**src/rtl/pgen_pkg.sv**
```systemverilog
package pgen_pkg;

  typedef enum logic [1:0] {
    PG_CHECKER = 2'd0,
    PG_GRAY    = 2'd1,
    PG_PRBS    = 2'd2,
    PG_BLANK   = 2'd3
  } pg_mode_e;

endpackage

```
**src/rtl/pgen_mode_track.sv**
```systemverilog
module pgen_mode_track
  import pgen_pkg::*;
(
  input  logic       clk,
  input  logic       rst,
  input  logic [1:0] mode_sel,
  output pg_mode_e   mode_q,
  output logic       restart
);

  always_ff @(posedge clk) begin
    if (rst) mode_q <= pg_mode_e'(mode_sel);
    else     mode_q <= pg_mode_e'(mode_sel);
  end

  assign restart = (mode_sel != mode_q) && !rst;


  mode_follow_chk: assert property (@(posedge clk) disable iff (rst)
    mode_q == pg_mode_e'($past(mode_sel)));

endmodule

```
**src/rtl/pgen_stripe_cnt.sv**
```systemverilog
module pgen_stripe_cnt #(
  parameter int CNT_W = 4
) (
  input  logic             clk,
  input  logic             rst,
  input  logic             restart,
  output logic [CNT_W-1:0] cnt
);

  always_ff @(posedge clk) begin
    if (rst || restart) cnt <= '0;
    else                cnt <= cnt + 1'b1;
  end


  stripe_restart_chk: assert property (@(posedge clk) disable iff (rst)
    restart |=> cnt == '0);


  stripe_step_chk: assert property (@(posedge clk) disable iff (rst)
    !restart |=> cnt == $past(cnt) + 1'b1);

endmodule

```
**src/rtl/pgen_lfsr.sv**
```systemverilog
module pgen_lfsr #(
  parameter int         W     = 7,
  parameter int         TAP_A = 6,
  parameter int         TAP_B = 5,
  parameter logic [W-1:0] SEED = '1
) (
  input  logic         clk,
  input  logic         rst,
  input  logic         restart,
  output logic [W-1:0] state
);

  logic fb;
  assign fb = state[TAP_A] ^ state[TAP_B];

  always_ff @(posedge clk) begin
    if (rst || restart) state <= SEED;
    else                state <= {state[W-2:0], fb};
  end


  lfsr_nonzero_chk: assert property (@(posedge clk) disable iff (rst)
    state != '0);


  lfsr_seed_chk: assert property (@(posedge clk) disable iff (rst)
    restart |=> state == SEED);

endmodule

```
**src/rtl/pgen_word_mux.sv**
```systemverilog
module pgen_word_mux
  import pgen_pkg::*;
#(
  parameter int COLOR_W     = 6,
  parameter int STRIPE_BITS = 4,
  parameter int LANES       = 4,
  parameter int LANE_W      = 7
) (
  input  logic                      clk,
  input  logic                      rst,
  input  pg_mode_e                  mode_q,
  input  logic [STRIPE_BITS-1:0]    cnt,
  input  logic [LANE_W-1:0]         prbs,
  output logic [LANES*LANE_W-1:0]   pix_word
);

  localparam int WORD_W = LANES * LANE_W;
  localparam int HS_POS = 3 * COLOR_W;
  localparam int VS_POS = HS_POS + 1;
  localparam int DE_POS = HS_POS + 2;

  logic [WORD_W-1:0] chk_w, gray_w, prbs_w, next_w;

  genvar g;
  generate
    for (g = 0; g < WORD_W; g++) begin : g_chk
      if (g % 2 == 0) begin : g_even
        assign chk_w[g] = ~cnt[0];
      end else begin : g_odd
        assign chk_w[g] = cnt[0];
      end
    end
    for (g = 0; g < LANES; g++) begin : g_lane
      assign prbs_w[g*LANE_W +: LANE_W] = prbs;
    end
  endgenerate

  always_comb begin
    gray_w = '0;
    for (int c = 0; c < 3; c++) begin
      for (int k = 0; k < STRIPE_BITS; k++) begin
        gray_w[c*COLOR_W + k] = cnt[STRIPE_BITS-1-k];
      end
    end
    gray_w[HS_POS] = 1'b1;
    gray_w[VS_POS] = 1'b1;
    gray_w[DE_POS] = 1'b1;
  end

  always_comb begin
    case (mode_q)
      PG_CHECKER: next_w = chk_w;
      PG_GRAY:    next_w = gray_w;
      PG_PRBS:    next_w = prbs_w;
      default:    next_w = '0;
    endcase
  end

  always_ff @(posedge clk) begin
    if (rst) pix_word <= '0;
    else     pix_word <= next_w;
  end


  reset_zero_chk: assert property (@(posedge clk)
    rst |=> pix_word == '0);


  checker_half_chk: assert property (@(posedge clk) disable iff (rst)
    mode_q == PG_CHECKER |=> $countones(pix_word) == WORD_W/2);


  gray_ctrl_chk: assert property (@(posedge clk) disable iff (rst)
    mode_q == PG_GRAY |=> pix_word[DE_POS:HS_POS] == 3'b111);


  blank_chk: assert property (@(posedge clk) disable iff (rst)
    mode_q == PG_BLANK |=> pix_word == '0);


  prbs_lane_chk: assert property (@(posedge clk) disable iff (rst)
    mode_q == PG_PRBS |=> pix_word[LANE_W-1:0] != '0);

endmodule

```
**src/rtl/pix_pattern_gen.sv**
```systemverilog
module pix_pattern_gen
  import pgen_pkg::*;
#(
  parameter int          COLOR_W     = 6,
  parameter int          STRIPE_BITS = 4,
  parameter int          LANES       = 4,
  parameter int          LANE_W      = 7,
  parameter logic [6:0]  PRBS_SEED   = 7'h7F
) (
  input  logic                    clk,
  input  logic                    rst,
  input  logic [1:0]              mode_sel,
  output logic [LANES*LANE_W-1:0] pix_word
);

  localparam int TAP_A = LANE_W - 1;
  localparam int TAP_B = LANE_W - 2;

  pg_mode_e               mode_q;
  logic                   restart;
  logic [STRIPE_BITS-1:0] cnt;
  logic [LANE_W-1:0]      prbs;

  pgen_mode_track u_track (
    .clk      (clk),
    .rst      (rst),
    .mode_sel (mode_sel),
    .mode_q   (mode_q),
    .restart  (restart)
  );

  pgen_stripe_cnt #(.CNT_W(STRIPE_BITS)) u_cnt (
    .clk     (clk),
    .rst     (rst),
    .restart (restart),
    .cnt     (cnt)
  );

  pgen_lfsr #(
    .W     (LANE_W),
    .TAP_A (TAP_A),
    .TAP_B (TAP_B),
    .SEED  (LANE_W'(PRBS_SEED))
  ) u_lfsr (
    .clk     (clk),
    .rst     (rst),
    .restart (restart),
    .state   (prbs)
  );

  pgen_word_mux #(
    .COLOR_W     (COLOR_W),
    .STRIPE_BITS (STRIPE_BITS),
    .LANES       (LANES),
    .LANE_W      (LANE_W)
  ) u_mux (
    .clk      (clk),
    .rst      (rst),
    .mode_q   (mode_q),
    .cnt      (cnt),
    .prbs     (prbs),
    .pix_word (pix_word)
  );

endmodule

```
**config.mk**
```make
export PLATFORM = sky130hd
export DESIGN_NAME = pix_pattern_gen
export DESIGN_NICKNAME = d
export VERILOG_FILES = /design/src/rtl/pgen_pkg.sv /design/src/rtl/pgen_mode_track.sv /design/src/rtl/pgen_stripe_cnt.sv /design/src/rtl/pgen_lfsr.sv /design/src/rtl/pgen_word_mux.sv /design/src/rtl/pix_pattern_gen.sv
export SDC_FILE = /design/constraint.sdc
export NUM_CORES = 1
export LEC_CHECK = 0
export BUFFER_PORTS_ARGS = -buffer_cell sky130_fd_sc_hd__buf_2
export CAP_MARGIN = 25
export CORE_ASPECT_RATIO = 1.1
export CORE_MARGIN = 2
export CORE_UTILIZATION = 50
export CTS_BUF_LIST = sky130_fd_sc_hd__clkbuf_8 sky130_fd_sc_hd__clkbuf_16
export CTS_CLUSTER_DIAMETER = 150
export DETAILED_ROUTE_END_ITERATION = 10
export PLACE_DENSITY = 0.76
export SLEW_MARGIN = 15
export SYNTH_ARGS = -nofsm -noshare
export SYNTH_HDL_FRONTEND = slang
export SYNTH_SLANG_ARGS = --single-unit
```
**constraint.sdc**
```tcl
create_clock -name clk -period 2.2 [get_ports clk]
set_clock_uncertainty 0.05 [all_clocks]
set_input_delay 0.22 -clock clk [delete_from_list [all_inputs] [get_ports clk]]
set_output_delay 0.22 -clock clk [all_outputs]
set_load 0.02 [all_outputs]
```
# After elaboration in Yosys (flattened, before gate mapping)
# Cells that the tools add are included.
# word_totals
ram_bits	0
regBits	41
memories	0
input_bits	4
latch_bits	0
out_inout_bits	28
word_cells	15
romBits	0
# op_classes
n_eq_ne	3
n_bitwise	2
shifts	0
order_cmp	0
n_mux	1
reduce_logical	4
multipliers	0
n_div	0
n_addsub	1
# op_table
operator	count
$pmux W28 S3	1
$add A4 B1 Y4 const B	1
$eq A2 B1 Y1 const B	1
$eq A2 B2 Y1 const B	1
$logic_not A2 Y1	1
$ne A2 B2 Y1	1
$logic_and A1 B1 Y1	1
$logic_not A1 Y1	1
$logic_or A1 B1 Y1	1
$not A1 Y1	1
$xor A1 B1 Y1	1

# Depth between registers and ports, before layout
# Gate-level depths: netlist of run 1.
# depth
word_depth	3
depth_mapped	4
mapped_depth_nobuf	3

# Hierarchy
# From an unflattened synthesis of run 1, not the netlist that was laid out.
# unflattened
cells_unflattened	125
area_unflattened_um2	1300.0
# by_module_without_submodules
module	instances	area_each_um2	seq_area_each_um2	cells_each
pgen_word_mux	1	893.4	520.5	92
pgen_lfsr	1	192.7	140.1	15
pgen_stripe_cnt	1	151.4	80.1	13
pgen_mode_track	1	62.6	40.0	5

# Worst setup path after synthesis of run 1
# Ideal clock, no wire load.
# synth_timing
kind	register to register
from	reg u_track.mode_q[1]
to	reg u_cnt.cnt[1]
n_path_buf	0
path_slack_ps	1099
t_required_ps	2035
stages_incl_launch_ff	4
synth_period_minus_slack_ps	1101
setup_ps	115
arrival_time_ps	936
cell_sequence	dfxtp_1 xor2_1 nor3_4 and2_1
# synth_between
elab_chain_cells	3
# synth_lines
item	line_no	source
from (decl)	pgen_mode_track.sv:7	output pg_mode_e mode_q,
from (signal assigned)	pgen_mode_track.sv:12	if (rst) mode_q <= pg_mode_e'(mode_sel);
from (signal assigned)	pgen_mode_track.sv:13	else mode_q <= pg_mode_e'(mode_sel);
$ne A2 B2 Y1	pgen_mode_track.sv:16	assign restart = (mode_sel != mode_q) && !rst;
$logic_and A1 B1 Y1	pgen_mode_track.sv:16	
$logic_or A1 B1 Y1	pgen_stripe_cnt.sv:11	if (rst || restart) cnt <= '0;
to (signal assigned)	pgen_stripe_cnt.sv:12	else cnt <= cnt + 1'b1;
to (decl)	pgen_stripe_cnt.sv:7	output logic [CNT_W-1:0] cnt
# Every way passes these cells.
# A chain may end at the register's enable or synchronous reset.

# Worst setup path in the final report of run 1
# Same ends and word-level chain as after synthesis.

==> impl_metrics.tcl, run 1 <==
set metrics [dict create \
    synth_fa_ha_area_share_pct 1.01 \
    period_minus_slack_ns 1.43 \
    status "finished, final reports clean" \
    grt_max_degree 20 \
    netlist_instances 121 \
    setup.worst_path.end_class "flip-flop" \
    yosysWarnings 0 \
    synth_nets 126 \
    fp-row-count 18 \
    irDropWorstVdd_mv 0.735 \
    synth_cell_types 22 \
    syn-mean-instance-area_sq_um 10.3 \
    p_per_area_nw_per_um2 909 \
    grt_use_met2_pct 28.4 \
    crit_chain "xor2_1 > nor3_4 > and2_1" \
    track_usage_pct 17.5 \
    cts_buffers 5 \
    synth_top_family_by_area "simple AND/OR/NAND/NOR gates" \
    nets 157 \
    drv_slew 0 \
    wirelength_um 2230 \
    grt_pass1_wl_um 3750 \
    synth_seq_cells 39 \
    cts_setup_buffers 0 \
    power_uw 1350 \
    die_y_um 56.3 \
    antenna_found_initial 0 \
    drive_gt1_share_pct 27.0 \
    pin_count 32 \
    drt_first_pass_iters 4 \
    critPathLaunchType "flip-flop" \
    area_delta_synth_final_pct 19.5 \
    p_sw_uw 321 \
    synth_top_area_share_pct 62.9 \
    vias 906 \
    dp_hpwl_um 1650 \
    crit_type "flip-flop to flip-flop" \
    start_util_pct 54.0 \
    yosys.area_share.simple_pct 16.2 \
    timing.setup.tns_ns 0 \
    ys_seq_area_share_pct 62.9 \
    setup_viol 0 \
    min_path_type "input pin to flip-flop" \
    path_clk_slew_ns 0.07 \
    fmax_ghz 0.697 \
    synth_area_leaders "dfxtp_1 63%, a21oi_1 10%, nand2_1 6.0%, nand2b_1 4.0%, xnor2_1 2.1%" \
    clk_path_buf_depth 2 \
    dieArea_sq_um 2900 \
    grt_pass1_vias 838 \
    p_clk_share_pct 34.2 \
    clkSinkCount 39 \
    p_comb_share_pct 9.8 \
    die_w_um 51.5 \
    met3_usage_pct 8.24 \
    worst_path_max_delay_cell "dfxtp_1" \
    ant_nets 0 \
    cp_data_arrival_time_ns 1.61 \
    crit_family "flip-flops" \
    leakage_uw 0.000692 \
    wl_per_cell_um 12.3 \
    crit_required_ns 2.38 \
    cp_num_buf_inv 0 \
    internal-power_uw 1030 \
    htreeDepth 2 \
    drc 0 \
    insertion_delay_ns 0.28 \
    hold_viol_final 0 \
    port_buffers 31 \
    p_sw_share_pct 23.8 \
    viasPerCell 4.98 \
    relSlewSlack_pct 71.1 \
    synth_area_sq_um 1240 \
    cts_tree "done" \
    synth-xor-area-share_pct 4.13 \
    synth_mux_area_share_pct 0 \
    max_cap_viol_count 0 \
    use_met1_pct 19.9 \
    clock-root-buffer "clkbuf_8" \
    core_area_sq_um 2300 \
    drtIter0Drc 14 \
    seqPwrFrac_pct 56.0 \
    post_cts_hold_buffer_count 0 \
    period_share_pct 65.2 \
    synth_compound_area_share_pct 12.3 \
    gp_congestion 0.840 \
    critical_path.max_stage_delay_ns 0.59 \
    busiest_layer "met2" \
    tightestPinTransition_ns 0.432 \
    worstPathMaxFanout 15 \
    synth_area_leader_cell "dfxtp_1" \
    cts_resized 0 \
    globalRoute.totalOverflow 0 \
    diodes 0 \
    rsz0062_at_grt "false" \
]
==> per-layer routing <==
metal  share of wire [%]  vias up
li1                    -      455
met1                  43      410
met2                  50       39
met3                 6.8        2
met4                0.76        0
met5                   0        -
==> synth_stat cells <==
cell and count:
nor3_4 1, clkbuf_1 1, o21ai_0 1, or2_2 1, a21oi_1 25, nand2b_1 8, xnor2_1 3, inv_1 1
nor2_1 1, and2b_1 1, buf_2 4, ha_1 1, buf_4 2, nand3_1 1, and2_1 2, dfxtp_1 39
or2_1 2, a21o_1 3, nor4_1 2, xor2_2 1, xor2_1 1, nand2_1 20
==> placed cells by master, fill, tap and decap left out, drive strengths merged <==
master and instances:
or2 3, nor4 2, xor2 2, nand2b 8, nand3 1, and2b 1, nand2 20, a21o 3
o21ai 1, dfxtp 39, nor2 1, clkinv 1, ha 1, inv 1, nor3 1, clkbuf 6
and2 2, a21oi 25, xnor2 3, buf 31
==> final timing paths <==
kind,from,to,slack [ns],cells after the start
setup / recovery,u_track.mode_q[1],u_cnt.cnt[1],0.77,3
hold reg to reg,u_lfsr.state[1],u_lfsr.state[2],0.43,1
setup reg to reg,u_track.mode_q[1],u_cnt.cnt[1],0.77,3
hold / removal,mode_sel[1],u_track.mode_q[1],0.02,1
==> logic make-up after synthesis <==
| logic type | Yosys count |
|---|---|
| flip-flops | 39 |
| AO/OA/AOI/OAI | 29 |
| adder cells (fa/ha/maj) | 1 |
| XOR/XNOR | 5 |
| buffers and inverters | 8 |
| AND/OR/NAND/NOR | 39 |
==> registers in the layout, summed over array words and instances (netlist names) <==
register,cells
u_track.mode_q,2
u_mux.pix_word,26
u_cnt.cnt,4
u_lfsr.state,7
==> worst reg2reg max path: cells and delay by family (launching register included) <==
family,cells,cell delay (ns)
flops,1,0.59
xor+xnor,1,0.22
simple gates,2,0.53
==> power by group through the flow <==
stage / logic (uW) / registers (uW) / clock network [uW]
3_5_place_dp: 132 / 771 / 0
3_3_place_gp: 130 / 769 / 0
4_1_cts: 133 / 755 / 472
5_1_grt: 144 / 758 / 510
6_report: 132 / 755 / 461
2_1_floorplan: 60.1 / 803 / 0
==> stage by stage <==
| step | std cells | setup WS (ns) | utilization, % | hold slack [ns] | instance area, sq um |
|---|---|---|---|---|---|
| CTS | 182 | 0.765 | 64.5 | 0.00751 | 1480 |
| floorplan | 121 | 1.10 | - | 0.198 | 1240 |
| detailed placement | 175 | 0.779 | 60.7 | 0.302 | 1400 |
| global route | 182 | 0.601 | 64.5 | 0.00677 | 1480 |
| finish | 182 | 0.765 | 64.5 | 0.0153 | 1480 |
| global placement | 175 | 0.842 | 60.7 | 0.301 | 1400 |
==> cell type report <==
class                      instances  area, sq um
clock buffer                       6         82.6
clock inverter                     1         5.00
fill                             209          815
inverter                           1         3.75
multi-input combinational         74          418
sequential                        39          781
tap                               30         37.5
timing repair buffer              31          155
Note: power is estimated with default switching activity, not from simulation.
==> run 2, diff against run 1 <==
Clock period 2.2 ns to 1.35 ns, I/O delays scaled along.
==> run 2 against run 1 <==
Against the previous run:
- clock power increased by 80%
- design area increased by 5.1%
- sequential share of layout area is 2.6 points lower
- sequential cell count unchanged
- register-to-register slack worse by 0.68 ns
- sequential power up 63%
- core utilization is 3.3 points higher
- non-clock buffer count is 5 higher
- critical path depth unchanged
- wire length is 4.6% higher
==> impl_metrics.tcl, run 2 (same netlist as run 1, synthesis figures left out) <==
set metrics [dict create \
    worst_slack_ns 0.0827 \
    antenna_found_initial 0 \
    grt_max_degree 14 \
    crit_required_ns 1.48 \
    cp_num_buf_inv 0 \
    timing.setup.tns_ns 0 \
    cts_buffers 5 \
    path_clk_slew_ns 0.07 \
    nets 163 \
    largest_register_ffs 26 \
    status "finished, final reports clean" \
    start_util_pct 54.0 \
    setup_viol 0 \
    dieArea_sq_um 2900 \
    irDropWorstVdd_mv 1.32 \
    viasPerCell 4.91 \
    grt_pass1_wl_um 3800 \
    regMostFlops "u_mux.pix_word" \
    gp_congestion 0.843 \
    fp-row-count 18 \
    critPathLaunchType "flip-flop" \
    cts_tree "done" \
    grt_pass1_vias 880 \
    pin_count 32 \
    drc 0 \
    globalRoute.totalOverflow 0 \
    rsz0062_at_grt "false" \
    crit_chain "xor2_2 > nor3_2 > nand2b_1" \
    die_y_um 56.3 \
    crit_type "flip-flop to flip-flop" \
    use_met1_pct 19.8 \
    leakage_uw 0.000720 \
    setup.worst_path.end_class "flip-flop" \
    max_cap_viol_count 0 \
    crit_family "flip-flops" \
    p_per_area_nw_per_um2 1470 \
    power_uw 2290 \
    dp.cells 178 \
    worst_path_max_delay_cell "dfxtp_1" \
    wl_per_cell_um 12.3 \
    period_minus_slack_ns 1.27 \
    insertion_delay_ns 0.29 \
    dp_slack_ns 0.0699 \
    ff2ff_setup_slack_ns 0.08 \
    drive_gt1_share_pct 29.6 \
    regArea_sq_um 781 \
    htreeDepth 2 \
    area_delta_synth_final_pct 25.6 \
    multiInputGateArea_sq_um 435 \
    relSlewSlack_pct 77.1 \
    worstPathMaxFanout 8 \
    grt_use_met2_pct 29.9 \
    critical_path.max_stage_delay_ns 0.52 \
    tightestPinTransition_ns 0.344 \
    drtIter0Drc 19 \
    hold_viol_final 0 \
    die_w_um 51.5 \
    diodes 0 \
    min_path_type "input pin to flip-flop" \
    drv_slew 0 \
    vias 928 \
    fmax_ghz 0.789 \
    dp_hpwl_um 1670 \
    layout_top_registers "u_mux.pix_word x26, u_lfsr.state x7, u_cnt.cnt x4" \
    period_share_pct 93.9 \
    clk_path_buf_depth 2 \
    port_buffers 31 \
    layout_common_cells "39 x dfxtp_1, 31 x buf_2, 25 x a21oi_1" \
    cp_data_arrival_time_ns 1.39 \
    finalNonFillerCells 189 \
    final_common_cell "dfxtp_1" \
    track_usage_pct 17.9 \
    clock-root-buffer "clkbuf_8" \
    fill_cells 200 \
    ant_nets 0 \
    drt_first_pass_iters 4 \
    busiest_layer "met2" \
    wirelength_um 2330 \
    core_area_sq_um 2300 \
    clkSinkCount 39 \
    post-route-util_pct 67.9 \
    met3_usage_pct 7.45 \
]
## run 2: what timing repair did
action,CTS,global route
resized for setup,0,1
hold endpoints to repair,2,0
setup buffers,0,0
setup endpoints to repair,0,9
hold buffers,2,0
## run 2: stage by stage
step                cell area [sq um]  hold WS (ns)
floorplan                        1240         0.113
global placement                 1420         0.215
detailed placement               1420         0.219
CTS                              1540        0.0652
global route                     1560         0.119
finish                           1560        0.0957
## run 2: final timing paths
path,start,endpoint,depth (start not counted)
worst min-delay path,rst,u_mux.pix_word[19],2
worst min register to register,u_lfsr.state[2],u_lfsr.state[3],1
worst max-delay path,u_track.mode_q[1],u_lfsr.state[1],3
worst max register to register,u_track.mode_q[1],u_lfsr.state[1],3
## run 2: area by class of cell
cell class / count / share of cell area (%)
Multi-Input combinational cell: 75 / 27.9
Tap cell: 30 / 2.41
Timing Repair Buffer: 36 / 12.7
Inverter: 1 / 0.241
Clock inverter: 1 / 0.482
Clock buffer: 7 / 6.18
Sequential cell: 39 / 50.1
## run 2: report_power, final
| group | total (uW) | switching, uW | internal, uW |
|---|---|---|---|
| clock network | 831 | 367 | 464 |
| registers | 1230 | 25.2 | 1200 |
| logic | 234 | 153 | 81.4 |
## run 2: per-layer routing
layer | routed length (um) | vias to the layer above
met5 | 0 | -
met1 | 904 | 418
met3 | 182 | 7
met2 | 1210 | 35
met4 | 42 | 0
li1 | - | 468
